File: src/rtl/lldma_pkg.sv
package lldma_pkg;
  localparam int WORD_W     = 32;
  localparam int SIZE_W     = 24;
  localparam int DESC_WORDS = 8;
  localparam int IDX_W      = $clog2(DESC_WORDS);
  localparam int BEAT_BYTES = WORD_W / 8;

  // register offsets inside one channel bank
  localparam int OFS_GEN    = 'h00;
  localparam int OFS_PORT   = 'h04;
  localparam int OFS_SRC    = 'h08;
  localparam int OFS_DST    = 'h0C;
  localparam int OFS_SIZE   = 'h10;
  localparam int OFS_NODE   = 'h14;
  localparam int OFS_CTRL   = 'h1C;
  localparam int OFS_ACTIVE = 'h30;

  // bit positions with fixed meaning
  localparam int BIT_EN      = 0;
  localparam int BIT_LIST    = 4;
  localparam int BIT_CANCEL  = 20;
  localparam int BIT_INC_RD  = 8;
  localparam int BIT_INC_WR  = 12;

  typedef enum logic [1:0] {ST_IDLE, ST_FETCH, ST_READ, ST_WRITE} chanState_t;
  typedef enum logic [1:0] {SEL_NODE, SEL_RD, SEL_WR} addrSel_t;

  typedef struct packed {
    logic             captWord;
    logic             captData;
    logic             stepBeat;
    logic             advNode;
    logic [IDX_W-1:0] wordIdx;
    addrSel_t         addrSel;
  } strobe_t;
endpackage

File: src/rtl/lldma_ctrl.sv
module lldma_ctrl
  import lldma_pkg::*;
(
  input  logic    clk,
  input  logic    rstN,
  input  logic    swStart,
  input  logic    swCancel,
  input  logic    memReady,
  input  logic    lastBeat,
  input  logic    nextZero,
  output strobe_t strb,
  output logic    memReq,
  output logic    memWe,
  output logic    eventPulse,
  output logic    chanEn,
  output logic    listEn,
  output logic    busy
);
  chanState_t       state, nextState;
  logic [IDX_W-1:0] idx;
  logic             loadedSeen;
  logic             fetchDone, cmdDone;

  always_comb begin
    nextState    = state;
    strb         = '0;
    strb.wordIdx = idx;
    strb.addrSel = SEL_NODE;
    memReq       = 1'b0;
    memWe        = 1'b0;
    fetchDone    = 1'b0;
    cmdDone      = 1'b0;
    if (swCancel) begin
      nextState = ST_IDLE;
    end else begin
      case (state)
        ST_IDLE: if (swStart) nextState = ST_FETCH;
        ST_FETCH: begin
          memReq = 1'b1;
          if (memReady) begin
            strb.captWord = 1'b1;
            if (idx == IDX_W'(DESC_WORDS - 1)) begin
              fetchDone = 1'b1;
              nextState = ST_READ;
            end
          end
        end
        ST_READ: begin
          memReq       = 1'b1;
          strb.addrSel = SEL_RD;
          if (memReady) begin
            strb.captData = 1'b1;
            nextState     = ST_WRITE;
          end
        end
        ST_WRITE: begin
          memReq       = 1'b1;
          memWe        = 1'b1;
          strb.addrSel = SEL_WR;
          if (memReady) begin
            strb.stepBeat = 1'b1;
            if (lastBeat) begin
              cmdDone = 1'b1;
              if (nextZero) nextState = ST_IDLE;
              else begin
                strb.advNode = 1'b1;
                nextState    = ST_FETCH;
              end
            end else begin
              nextState = ST_READ;
            end
          end
        end
        default: nextState = ST_IDLE;
      endcase
    end
  end

  always_ff @(posedge clk or negedge rstN) begin
    if (!rstN) begin
      state      <= ST_IDLE;
      idx        <= '0;
      loadedSeen <= 1'b0;
      eventPulse <= 1'b0;
      chanEn     <= 1'b0;
      listEn     <= 1'b0;
    end else begin
      state      <= nextState;
      eventPulse <= (fetchDone && !loadedSeen) || cmdDone;
      if (swCancel || state != ST_FETCH) idx <= '0;
      else if (memReady)                 idx <= idx + 1'b1;
      if (fetchDone)             loadedSeen <= 1'b1;
      else if (state == ST_IDLE) loadedSeen <= 1'b0;
      if (swCancel || (cmdDone && nextZero)) begin
        chanEn <= 1'b0;
        listEn <= 1'b0;
      end else if (state == ST_IDLE && swStart) begin
        chanEn <= 1'b1;
        listEn <= 1'b1;
      end
    end
  end

  assign busy = (state != ST_IDLE);

  assert_event_gap_R5: assert property (@(posedge clk) disable iff (!rstN)
    eventPulse |=> !eventPulse);

  assert_cancel_stop_R8: assert property (@(posedge clk) disable iff (!rstN)
    swCancel |=> (state == ST_IDLE && !chanEn && !listEn && !eventPulse));

  assert_idle_quiet_R11: assert property (@(posedge clk) disable iff (!rstN)
    (state == ST_IDLE) |-> !memReq);

  assert_list_end_R6: assert property (@(posedge clk) disable iff (!rstN)
    $fell(listEn) |-> (state == ST_IDLE));
endmodule

File: src/rtl/lldma_dp.sv
module lldma_dp
  import lldma_pkg::*;
(
  input  logic              clk,
  input  logic              rstN,
  input  strobe_t           strb,
  input  logic              swNodeWr,
  input  logic [WORD_W-1:0] swNodeData,
  input  logic [WORD_W-1:0] memRdata,
  output logic [WORD_W-1:0] memAddr,
  output logic [WORD_W-1:0] memWdata,
  output logic              lastBeat,
  output logic              nextZero,
  output logic [WORD_W-1:0] genCfg,
  output logic [WORD_W-1:0] portCfg,
  output logic [WORD_W-1:0] srcAddr,
  output logic [WORD_W-1:0] dstAddr,
  output logic [SIZE_W-1:0] cmdSize,
  output logic [WORD_W-1:0] nodeAddr,
  output logic [SIZE_W-1:0] activeSize
);
  logic [WORD_W-1:0] nextNode;
  logic [WORD_W-1:0] holdWord;

  assign lastBeat = (activeSize < SIZE_W'(BEAT_BYTES));
  assign nextZero = (nextNode == '0);
  assign memWdata = holdWord;

  always_comb begin
    case (strb.addrSel)
      SEL_RD:  memAddr = srcAddr;
      SEL_WR:  memAddr = dstAddr;
      default: memAddr = nodeAddr + WORD_W'({strb.wordIdx, 2'b00});
    endcase
  end

  always_ff @(posedge clk or negedge rstN) begin
    if (!rstN) begin
      genCfg     <= '0;
      portCfg    <= '0;
      srcAddr    <= '0;
      dstAddr    <= '0;
      cmdSize    <= '0;
      nextNode   <= '0;
      nodeAddr   <= '0;
      holdWord   <= '0;
      activeSize <= '1;
    end else begin
      if (swNodeWr)          nodeAddr <= swNodeData;
      else if (strb.advNode) nodeAddr <= nextNode;
      if (strb.captWord) begin
        case (strb.wordIdx)
          IDX_W'(0): genCfg  <= memRdata;
          IDX_W'(1): portCfg <= memRdata;
          IDX_W'(2): srcAddr <= memRdata;
          IDX_W'(3): dstAddr <= memRdata;
          IDX_W'(4): begin
            cmdSize    <= memRdata[SIZE_W-1:0];
            activeSize <= memRdata[SIZE_W-1:0];
          end
          IDX_W'(5): nextNode <= memRdata;
          default: ;
        endcase
      end
      if (strb.captData) holdWord <= memRdata;
      if (strb.stepBeat) begin
        if (genCfg[BIT_INC_RD]) srcAddr <= srcAddr + WORD_W'(BEAT_BYTES);
        if (genCfg[BIT_INC_WR]) dstAddr <= dstAddr + WORD_W'(BEAT_BYTES);
        activeSize <= lastBeat ? '1 : activeSize - SIZE_W'(BEAT_BYTES);
      end
    end
  end

  assert_fixed_src_R3: assert property (@(posedge clk) disable iff (!rstN)
    (strb.stepBeat && !genCfg[BIT_INC_RD]) |=> $stable(srcAddr));
endmodule

File: src/rtl/lldma_channel.sv
module lldma_channel
  import lldma_pkg::*;
#(
  parameter int REG_AW = 8
) (
  input  logic              clk,
  input  logic              rstN,
  input  logic              regWe,
  input  logic [REG_AW-1:0] regAddr,
  input  logic [WORD_W-1:0] regWdata,
  output logic [WORD_W-1:0] regRdata,
  output logic              memReq,
  output logic              memWe,
  output logic [WORD_W-1:0] memAddr,
  output logic [WORD_W-1:0] memWdata,
  input  logic              memReady,
  input  logic [WORD_W-1:0] memRdata,
  output logic              eventPulse
);
  strobe_t           strb;
  logic              swStart, swCancel, swNodeWr;
  logic              lastBeat, nextZero, chanEn, listEn, busy;
  logic [WORD_W-1:0] genCfg, portCfg, srcAddr, dstAddr, nodeAddr;
  logic [SIZE_W-1:0] cmdSize, activeSize;

  logic ctrlHit;
  assign ctrlHit  = regWe && (regAddr == REG_AW'(OFS_CTRL));
  assign swCancel = ctrlHit && regWdata[BIT_CANCEL];
  assign swStart  = ctrlHit && regWdata[BIT_LIST] && !regWdata[BIT_CANCEL];
  assign swNodeWr = regWe && (regAddr == REG_AW'(OFS_NODE)) && !busy;

  lldma_ctrl u_ctrl (
    .clk(clk), .rstN(rstN), .swStart(swStart), .swCancel(swCancel),
    .memReady(memReady), .lastBeat(lastBeat), .nextZero(nextZero),
    .strb(strb), .memReq(memReq), .memWe(memWe), .eventPulse(eventPulse),
    .chanEn(chanEn), .listEn(listEn), .busy(busy)
  );

  lldma_dp u_dp (
    .clk(clk), .rstN(rstN), .strb(strb), .swNodeWr(swNodeWr),
    .swNodeData(regWdata), .memRdata(memRdata), .memAddr(memAddr),
    .memWdata(memWdata), .lastBeat(lastBeat), .nextZero(nextZero),
    .genCfg(genCfg), .portCfg(portCfg), .srcAddr(srcAddr), .dstAddr(dstAddr),
    .cmdSize(cmdSize), .nodeAddr(nodeAddr), .activeSize(activeSize)
  );

  always_comb begin
    regRdata = '0;
    case (regAddr)
      REG_AW'(OFS_GEN):    regRdata = genCfg;
      REG_AW'(OFS_PORT):   regRdata = portCfg;
      REG_AW'(OFS_SRC):    regRdata = srcAddr;
      REG_AW'(OFS_DST):    regRdata = dstAddr;
      REG_AW'(OFS_SIZE):   regRdata = WORD_W'(cmdSize);
      REG_AW'(OFS_NODE):   regRdata = nodeAddr;
      REG_AW'(OFS_CTRL): begin
        regRdata[BIT_EN]   = chanEn;
        regRdata[BIT_LIST] = listEn;
      end
      REG_AW'(OFS_ACTIVE): regRdata = WORD_W'(activeSize);
      default: regRdata = '0;
    endcase
  end

  assert_hold_req_R9: assert property (@(posedge clk) disable iff (!rstN)
    (memReq && !memReady && !swCancel) |=>
      (memReq && $stable(memWe) && $stable(memAddr) && $stable(memWdata)));

  assert_node_lock_R10: assert property (@(posedge clk) disable iff (!rstN)
    (busy && regWe && regAddr == REG_AW'(OFS_NODE) && !(memReq && memReady))
      |=> $stable(nodeAddr));
endmodule

File: config.mk
export PLATFORM = sky130hd
export DESIGN_NAME = lldma_channel
export DESIGN_NICKNAME = d
export VERILOG_FILES = /design/src/rtl/lldma_pkg.sv /design/src/rtl/lldma_ctrl.sv /design/src/rtl/lldma_dp.sv /design/src/rtl/lldma_channel.sv
export SDC_FILE = /design/constraint.sdc
export NUM_CORES = 1
export LEC_CHECK = 0
export ABC_AREA = 1
export BUFFER_PORTS_ARGS = -buffer_cell sky130_fd_sc_hd__buf_2
export CAP_MARGIN = 40
export CORE_ASPECT_RATIO = 0.7
export CORE_MARGIN = 2
export CORE_UTILIZATION = 35
export CTS_CLUSTER_DIAMETER = 80
export DETAILED_ROUTE_END_ITERATION = 6
export PLACE_DENSITY = 0.56
export SYNTH_ARGS = -nofsm -noshare
export SYNTH_HDL_FRONTEND = slang
export SYNTH_SLANG_ARGS = --single-unit
File: constraint.sdc
create_clock -name clk -period 3.75 [get_ports clk]
set_input_delay 0.5625 -clock clk [delete_from_list [all_inputs] [get_ports clk]]
set_output_delay 0.5625 -clock clk [all_outputs]
set_load 0.1 [all_outputs]
After elaboration in Yosys (flattened, before gate mapping)

Index checks and enable logic that the tools add are counted.

Bits in registers: 280
Output and inout port bits: 99
Logic and storage cells: 133

$add $sub $neg: 5
Order comparisons: 1
Eq/ne operators: 24
Multiplexer cells: 56
Reduce and logical (&&, ||, !) cells: 33

Operator list:

| operator                                                     | count |
|---|---|
| two-way mux 32 bit                                           | 10 |
| case mux 27 bit (7 select lines)                             | 1 |
| two-way mux 24 bit                                           | 4 |
| adder 32 x 3 -> 32 bit (second input constant)               | 2 |
| case mux 32 bit (2 select lines)                             | 1 |
| adder 32 x 5 -> 32 bit                                       | 1 |
| logical NOT 32 bit                                           | 1 |
| equality test 8 x 5 -> 1 bit (second input constant)         | 3 |
| less-than comparator 24 x 3 -> 1 bit (second input constant) | 1 |
| subtractor 24 x 3 -> 24 bit (second input constant)          | 1 |
| two-way mux 1 bit                                            | 22 |
| case mux 3 bit (7 select lines)                              | 1 |
| two-way mux 2 bit                                            | 10 |
| equality test 8 x 4 -> 1 bit (second input constant)         | 2 |
| case mux 1 bit (8 select lines)                              | 2 |
| nonzero test 2 bit                                           | 7 |
| AND reduction 2 bit                                          | 5 |
| equality test 3 bit (second input constant)                  | 3 |
| logical AND 1 bit                                            | 9 |
| inequality test 3 x 2 -> 1 bit (second input constant)       | 3 |
| equality test 8 x 3 -> 1 bit (second input constant)         | 1 |
| equality test 8 x 6 -> 1 bit (second input constant)         | 1 |
| logical NOT 8 bit                                            | 1 |
| case mux 2 bit (4 select lines)                              | 1 |
| 16 further kinds                                             | 26 |

Logic depth before layout (Yosys ltp)

Gate-level depths: netlist (run 1).

Word-level depth: 9
Depth in mapped cells: 14
Depth with buffers taken out: 13

Hierarchy

Synthesis (run 1) repeated with hierarchy kept, for this count alone.

Cells, all modules: 2587
Area, all modules: 17631.9 µm²

Modules (own cells, without submodules):

| module        | instances | cells each | area an instance (µm²) | seq. area each (µm²) |
|---|---|---|---|---|
| lldma_dp      | 1         | 2024       | 14903.0                | 6836.6 |
| lldma_channel | 1         | 482        | 2169.6                 | 0.0 |
| lldma_ctrl    | 1         | 81         | 559.3                  | 200.2 |

Worst setup path before layout (run 1)

Ideal clock, no wire load.

Kind: input -> output
From: input port regAddr[0]
To: output port memAddr[0]
Arrival: 5.346 ns
Required time: 3.188 ns
Slack: -2.159 ns
Stages: 12
Buffers on the path: 2
Cells stage by stage: inv_1 -> nand2_1 -> nor2_4 -> nand3_1 -> nor2_2 -> nor2_1 -> inv_1 -> ha_1 -> clkbuf_1 -> inv_1 -> clkbuf_1 -> o21ai_0

Cells in the longest elaborated chain, start to end: 6
Elaborated cells on any way between the ends: 7
Classes of those cells: eq/ne (3); mux (2); reduce/logical (2)

RTL lines:

| item                                                                       | RTL line            | source |
|---|---|---|
| start: declaration                                                         | lldma_channel.sv:9  | `input logic [REG_AW-1:0] regAddr,` |
| equality test 8 x 5 -> 1 bit (*)                                           | lldma_channel.sv:27 | `assign ctrlHit = regWe && (regAddr == REG_AW'(OFS_CTRL));` |
| logical AND 1 bit (*)                                                      | lldma_channel.sv:27 |  |
| logical AND 1 bit (*)                                                      | lldma_channel.sv:28 | `assign swCancel = ctrlHit && regWdata[BIT_CANCEL];` |
| two-way mux 2 bit (*)                                                      | lldma_ctrl.sv:33    | `if (swCancel) begin` |
| equality test 2 bit / equality test 2 x 1 -> 1 bit (equally long branches) | lldma_dp.sv:30      | `case (strb.addrSel)` |
| case mux 32 bit (2 select lines) (*)                                       | lldma_dp.sv:30      |  |
| end: declaration                                                           | lldma_channel.sv:14 | `output logic [WORD_W-1:0] memAddr,` |

Every way passes the cells marked *; elsewhere a longest branch is shown, timed or not.

Worst setup path after layout (run 1)

From: register u_ctrl.idx[1]
To: output port memAddr[22]

Cells in the longest elaborated chain, start to end: 2

RTL lines:

| item                             | RTL line         | source |
|---|---|---|
| start: declaration               | lldma_ctrl.sv:20 | `logic [IDX_W-1:0] idx;` |
| start signal: assignment         | lldma_ctrl.sv:91 | `else if (memReady) idx <= idx + 1'b1;` |
| adder 32 x 5 -> 32 bit           | lldma_dp.sv:33   | `default: memAddr = nodeAddr + WORD_W'({strb.wordIdx, 2'b00});` |
| case mux 32 bit (2 select lines) | lldma_dp.sv:30   |  |

Every way passes these cells.

==> out/qor.csv, run 1 <==
stage,metric,value,unit
global_route,grt_pass1_wl,122000,um
timing,timing.setup.tns,0,ps
detailed_routing,drc,14,
worst_hold_path,holdPathStages,5,
timing,fin_skew,16.6,ps
cells_and_area,drive_above_1_share,12.9,%
timing,max_freq,275,MHz
placed_design,gp_congestion,1.03,
detailed_routing,dr.first_iter.drc_count,2587,
floorplanning,die_area,53300,um^2
pwr,fin_total_pwr,16.7,mW
detailed_routing,wirelength,84100,um
placed_design,placed_cells,3466,
clock_tree,clk_pin_slew_worst_paths,70,ps
clock_tree,tritoncts,done,
global_route,grt_max_degree,81,
floorplanning,start_util,35.5,%
synth,async_reset_ff_share,100,%
synth,yosysSeqAreaShare,39.1,%
timing,rsz0062_at_grt,no,
setup_path,r2r-start,u_dp.activeSize[2]$_DFFE_PN1P_,
clock_tree,cts_buffer_depth,3,
synth,synth_cells,2710,
floorplanning,ios,175,
cells_and_area,area_delta_synth_final,19.3,%
cells_and_area,fillers,5371,
detailed_routing,via_per_inst,5.53,
setup_path,reg2reg_to,u_dp.nodeAddr[2]$_DFFE_PN0P_,
timing,hold_violations,0,
detailed_routing,wl_per_cell,23.8,um
synth,synth-seq-cells,280,
global_route,grt_pass1_vias,17900,
run_status,status,finished with violations,
synth,yosys.cell_types.count,40,
timing,setup_viol,0,
worst_hold_path,min_to,u_dp.activeSize[8]$_DFFE_PN1P_,
setup_path,reg2reg_depth,10,
floorplanning,die_w,275,um
synth,synth_edf_count,0,
job,maxCapViolCount,0,
clock_tree,clk_latency,610,ps
placed_design,hpwl,63800,um
setup_path,cp.required,3190,ps
setup_path,crit_path_end_kind,primary output,
global_route,grtUsageTotal,31.1,%
timing,period_share,97.1,%
setup_path,cp.arrival,3080,ps
global_route,grt_overflow_total,0,
placed_design,pre_cts_slack,345,ps
cells_and_area,stdcell_count,3529,
cells_and_area,nNetsFinal,2919,
synth,netlist_area,18000,um^2
detailed_routing,drt-pass1-iter-count,7,
setup_path,crit_fanout,5,
floorplanning,die_h,194,um
worst_hold_path,hp-class,in2reg,
synth,synth_area_per_cell,6.65,um^2
timing,layout_setup_ws,108,ps
worst_hold_path,hp-start,memRdata[8],
detailed_routing,antenna_left,0,
setup_path,critPathKind,reg2out,
floorplanning,core-area,50800,um^2
pwr,cellLeakagePower,10.5,nW
floorplanning,num_rows,69,
detailed_routing,vias,19500,
clock_tree,cts.sinks,280,
clock_tree,h-tree-depth,1,
pwr,ir_drop,979,uV
clock_tree,numCtsBuffers,31,
global_route,antenna_found_initial,5,
synth,synth_nets,2801,
clock_tree,cts_root_buffer,clkbuf_16,
timing,period_needed,3640,ps
timing,slew_violations,0,
pwr,power_density,778,nW/um^2
placed_design,port_buffers,174,
timing,slew_headroom,44.2,%
synth,synthFlopType,dfrtp_1,
timing,tightest_slew,837,ps
setup_path,reg2reg_slack,1010,ps
setup_path,cp-startpoint,u_ctrl.idx[1]$_DFFE_PN0P_,
run_status,violations,DRC,
setup_path,start_kind,register,
synth,yosysWarningCount,0,
-- synthesized netlist by cell type (all sizes together) (14+ instances only) --
cell | instances | area [um^2]
nand2 | 936 | 3540
o22ai | 62 | 388
nor3 | 19 | 105
nand4 | 58 | 378
inv | 312 | 1170
clkbuf | 55 | 206
ha | 14 | 175
o21ai | 329 | 1650
dfrtp | 256 | 6410
nand3 | 216 | 1150
nor2 | 239 | 947
dfstp | 24 | 631
a21oi | 37 | 185
buf | 82 | 477
xor2 | 47 | 412
-- per-stage QoR --
step / hold slack, ps / cell area (um^2) / utilization [%]
floorplan: 267 / 18200 / -
global placement: 456 / 20300 / 40.0
detailed placement: 463 / 20300 / 40.1
CTS: 264 / 21400 / 42.2
global route: 306 / 21500 / 42.3
finish: 278 / 21500 / 42.3
-- layout by cell type, fill, tap and decap left out, types with 4 or more instances in the layout --
master / n
nor3_1: 17
nor2_2: 7
dfrtp_1: 256
nand2_1: 918
o22ai_1: 62
buf_4: 42
nand4_1: 57
a21oi_1: 35
xor2_1: 47
nor2_4: 7
buf_2: 113
clkinv_2: 8
nand3_1: 209
buf_12: 53
clkbuf_8: 4
dfstp_2: 24
clkbuf_4: 10
nand3_4: 4
ha_1: 13
inv_2: 9
clkbuf_16: 31
clkinvlp_4: 6
nand2_2: 15
a221oi_1: 4
o21ai_1: 138
nor2_1: 225
o21ai_0: 185
inv_1: 302
xnor2_1: 4
-- per-layer routing --
layer	track usage, %	wire (um)
met1	45.4	36900
met2	43.6	34300
met3	9.00	9650
met4	10.0	3190
met5	0	11
-- cell families after synthesis --
| family | after synthesis | synth area share [%] |
|---|---|---|
| AND/OR/NAND/NOR | 1473 | 34.2 |
| AO/OA/AOI/OAI | 440 | 12.8 |
| flip-flops | 280 | 39.1 |
| adder cells (fa/ha/maj) | 15 | 1.08 |
| buffers and inverters | 451 | 10.4 |
| XOR/XNOR | 51 | 2.48 |
-- state kept, by name, indices dropped and copies added, names as in the netlist --
register           count
u_dp.dstAddr          32
u_dp.genCfg           32
u_dp.memWdata         32
u_dp.nextNode         32
u_dp.nodeAddr         32
u_dp.portCfg          32
u_dp.srcAddr          32
u_dp.activeSize       24
u_dp.cmdSize          24
u_ctrl.idx             3
u_ctrl.state           2
u_ctrl.chanEn          1
u_ctrl.eventPulse      1
u_ctrl.loadedSeen      1
-- power by group --
| group | internal, mW | total, mW | switching [mW] |
|---|---|---|---|
| combinational | 2.17 | 8.36 | 6.19 |
| clock | 1.75 | 3.21 | 1.46 |
| sequential | 4.04 | 5.15 | 1.10 |
| total | 7.96 | 16.7 | 8.76 |
-- layout make-up --
cell class / count / area [um^2] / area share, %
Clock inverter: 21 / 191 / 0.891
Multi-Input combinational cell: 1979 / 9320 / 43.4
Timing Repair Buffer: 222 / 2070 / 9.64
Antenna cell: 2 / 5.00 / 0.0233
Clock buffer: 37 / 838 / 3.90
Sequential cell: 280 / 7040 / 32.8
Tap cell: 674 / 843 / 3.93
Inverter: 314 / 1180 / 5.50
-- timing repair --
| action | 4_1_cts | 5_1_grt |
|---|---|---|
| hold buffers | 1 | 0 |
| setup endpoints to repair | 9 | 17 |
| endpoints found under the hold margin | 17 | 0 |
| resized for setup | 12 | 18 |
| setup buffers | 0 | 2 |
| pin swaps | 0 | 1 |
-- worst max path at each step --
| stage | end | cells after the start |
|---|---|---|
| floorplan | regRdata[24] | 6 |
| global placement | memAddr[20] | 15 |
| detailed placement | memAddr[20] | 15 |
| CTS | memAddr[19] | 10 |
| global route | memAddr[21] | 10 |
| finish | memAddr[22] | 10 |
-- critical path, stage by stage, from the launching register on --
cell,delay (ps)
dfrtp_1,420
inv_1,140
fa_1,500
o21ai_2,250
nand2_2,120
nor2_4,190
nand2_1,150
o21ai_0,180
nand3_1,120
nand2_2,90
buf_4,290
Power figures use the tool's default switching activity.
==> run 2: changes to the inputs <==
--- a/config.mk
+++ b/config.mk
@@ -6,10 +6,10 @@
 export NUM_CORES = 1
 export LEC_CHECK = 0
 export ABC_AREA = 1
-export BUFFER_PORTS_ARGS = -buffer_cell sky130_fd_sc_hd__buf_2
+export BUFFER_PORTS_ARGS = -buffer_cell sky130_fd_sc_hd__buf_4
 export CAP_MARGIN = 40
 export CORE_ASPECT_RATIO = 0.7
-export CORE_MARGIN = 2
+export CORE_MARGIN = 8
 export CORE_UTILIZATION = 35
 export CTS_CLUSTER_DIAMETER = 80
 export DETAILED_ROUTE_END_ITERATION = 6
==> run 2 against run 1 <==
The flow finishes with violations (hold timing). Critical endpoint is now memAddr[8]. Largest cell class unchanged. Sequential share of layout area grew 0.32 points. Cell count stayed put. Via count shrank 1.8%. First-iteration DRC count down 16%. Register-to-register slack hardly changed. Largest power group unchanged.
==> out/qor.csv, run 2 (synthesis results as in run 1) <==
stage,metric,value,unit
run_status,status,finished with violations,
run_status,violations,hold timing,
clock_tree,tritoncts,done,
detailed_routing,antenna_left,0,
placed_design,gp_congestion,0.977,
cells_and_area,area_delta_synth_final,18.1,%
detailed_routing,drt-pass1-iter-count,6,
pwr,fin_total_pwr,16.7,mW
floorplanning,core-area,50800,um^2
pwr,p_seq_share,30.8,%
timing,tightest_slew,936,ps
clock_tree,numCtsBuffers,31,
cells_and_area,layout_commonest_cell,nand2_1,
setup_path,crit_path_end_kind,primary output,
setup_path,cp.required,3190,ps
timing,max_freq,275,MHz
floorplanning,die_h,206,um
detailed_routing,wirelength,87700,um
pwr,power.internal,8.07,mW
setup_path,critPathKind,reg2out,
clock_tree,cts.sinks,280,
clock_tree,clk_pin_slew_worst_paths,60,ps
floorplanning,start_util,35.5,%
global_route,grt_overflow_total,0,
cells_and_area,drive_above_1_share,12.9,%
cells_and_area,layout_common_cells,"nand2_1, inv_1, dfrtp_1",
clock_tree,cts_root_buffer,clkbuf_16,
pwr,p_switching,8.67,mW
pwr,ir_drop,807,uV
floorplanning,ios,175,
cells_and_area,final_util,41.9,%
global_route,grt_pass1_wl,126000,um
timing,hold_violations,14,
floorplanning,die_area,59100,um^2
detailed_routing,drc,0,
timing,layout_setup_ws,119,ps
worst_hold_path,hp-class,in2async,
global_route,grtUsageTotal,28.9,%
cells_and_area,nNetsFinal,2919,
pwr,switching_share,51.8,%
timing,holdWs,-41.0,ps
clock_tree,h-tree-depth,1,
detailed_routing,dr.first_iter.drc_count,2181,
setup_path,crit_fanout,4,
timing,setup_viol,0,
timing,period_share,96.8,%
pwr,power_density,787,nW/um^2
pwr,p_clk_share,20.4,%
detailed_routing,via_per_inst,5.43,
global_route,grt_max_degree,99,
detailed_routing,vias,19200,
floorplanning,num_rows,69,
timing,slew_headroom,37.6,%
clock_tree,clk_latency,610,ps
floorplanning,die_w,287,um
global_route,grt_pass1_vias,17900,
timing,rsz0062_at_grt,yes,
detailed_routing,wl_per_cell,24.8,um
timing,fin_skew,10.0,ps
clock_tree,cts_buffer_depth,3,
job,maxCapViolCount,0,
placed_design,hpwl,67100,um
timing,slew_violations,0,
timing,period_needed,3630,ps
pwr,combPwrFrac,48.8,%
placed_design,port_buffers,174,
placed_design,pre_cts_slack,275,ps
setup_path,cp.arrival,3070,ps
global_route,antenna_found_initial,10,
pwr,cellLeakagePower,10.5,nW
setup_path,start_kind,register,
[run 2: cell types whose count changed in the layout (fill, tap and decap cells not counted), moves of 3 or more]
cell | previous run | this run
buf_4 | 42 | 211
clkinv_2 | 8 | 5
buf_2 | 113 | 0
bufinv_16 | 2 | 6
clkbuf_8 | 4 | 1
clkbuf_4 | 10 | 0
clkbuf_1 | 2 | 9
buf_12 | 53 | 8
clkinvlp_4 | 6 | 2
[run 2: power by group through the flow]
stage	combinational, mW	clock, mW	sequential, mW
final	8.17	3.42	5.16
after global routing	8.73	3.57	5.26
after CTS	8.08	3.45	5.12
after detailed placement	8.03	0	5.17
after global placement	7.94	0	5.15
after floorplan	4.93	0	5.81
[run 2: final timing paths]
path                       cells after the start  slack, ps                            from                              to
max reg2reg                                    8       1020     u_ctrl.state[0]$_DFFE_PN0P_     u_dp.srcAddr[0]$_DFFE_PN0P_
min                                            1        -40                            rstN    u_dp.nextNode[8]$_DFFE_PN0P_
max in group asynchronous                      2       2800                            rstN    u_dp.portCfg[19]$_DFFE_PN0P_
max                                            9        120       u_ctrl.idx[0]$_DFFE_PN0P_                      memAddr[8]
min reg2reg                                    2        470  u_dp.activeSize[3]$_DFFE_PN1P_  u_dp.activeSize[3]$_DFFE_PN1P_
min in group clk                               3        260                     memRdata[0]     u_dp.srcAddr[0]$_DFFE_PN0P_
[run 2: cell type report]
cell class                      count  area, um^2
Fill cell                        5397       29500
Tap cell                          674         843
Sequential cell                   280        7040
Antenna cell                        2        5.00
Clock buffer                       42         848
Timing Repair Buffer              222        1790
Multi-Input combinational cell   1979        9330
Inverter                          314        1180
Clock inverter                     16         246
[run 2: worst max-delay path: stages (launching register included)]
cell,delay [ps]
dfrtp_1,420
ha_1,200
inv_1,60
fa_1,420
o21ai_2,210
nand3_1,250
inv_2,230
nand2_1,140
a32oi_4,200
buf_4,320
[run 2: stage by stage]
stage / instance area, um^2 / std cells / hold WS, ps / setup TNS [ps]
after floorplan: 18200 / 2710 / 267 / -999
after global placement: 20100 / 3466 / 457 / 0
after detailed placement: 20100 / 3466 / 457 / 0
after CTS: 21200 / 3526 / 25.4 / 0
after global routing: 21300 / 3528 / 26.3 / -18.2
final: 21300 / 3529 / -41.0 / 0
[run 2: repair_timing]
action | in CTS | in global routing
hold buffers | 0 | 0
endpoints found under the setup margin | 6 | 19
pin swaps | 1 | 3
gates resized for setup | 6 | 16
buffers inserted | 2 | 1
[run 2: metal layers]
layer	share of wire [%]	GRT usage, %	routed length, um
met4	3.8	9.49	3310
met2	41	42.1	36100
met1	44	40.4	38600
met3	11	8.61	9490
met5	0.20	1.50	173
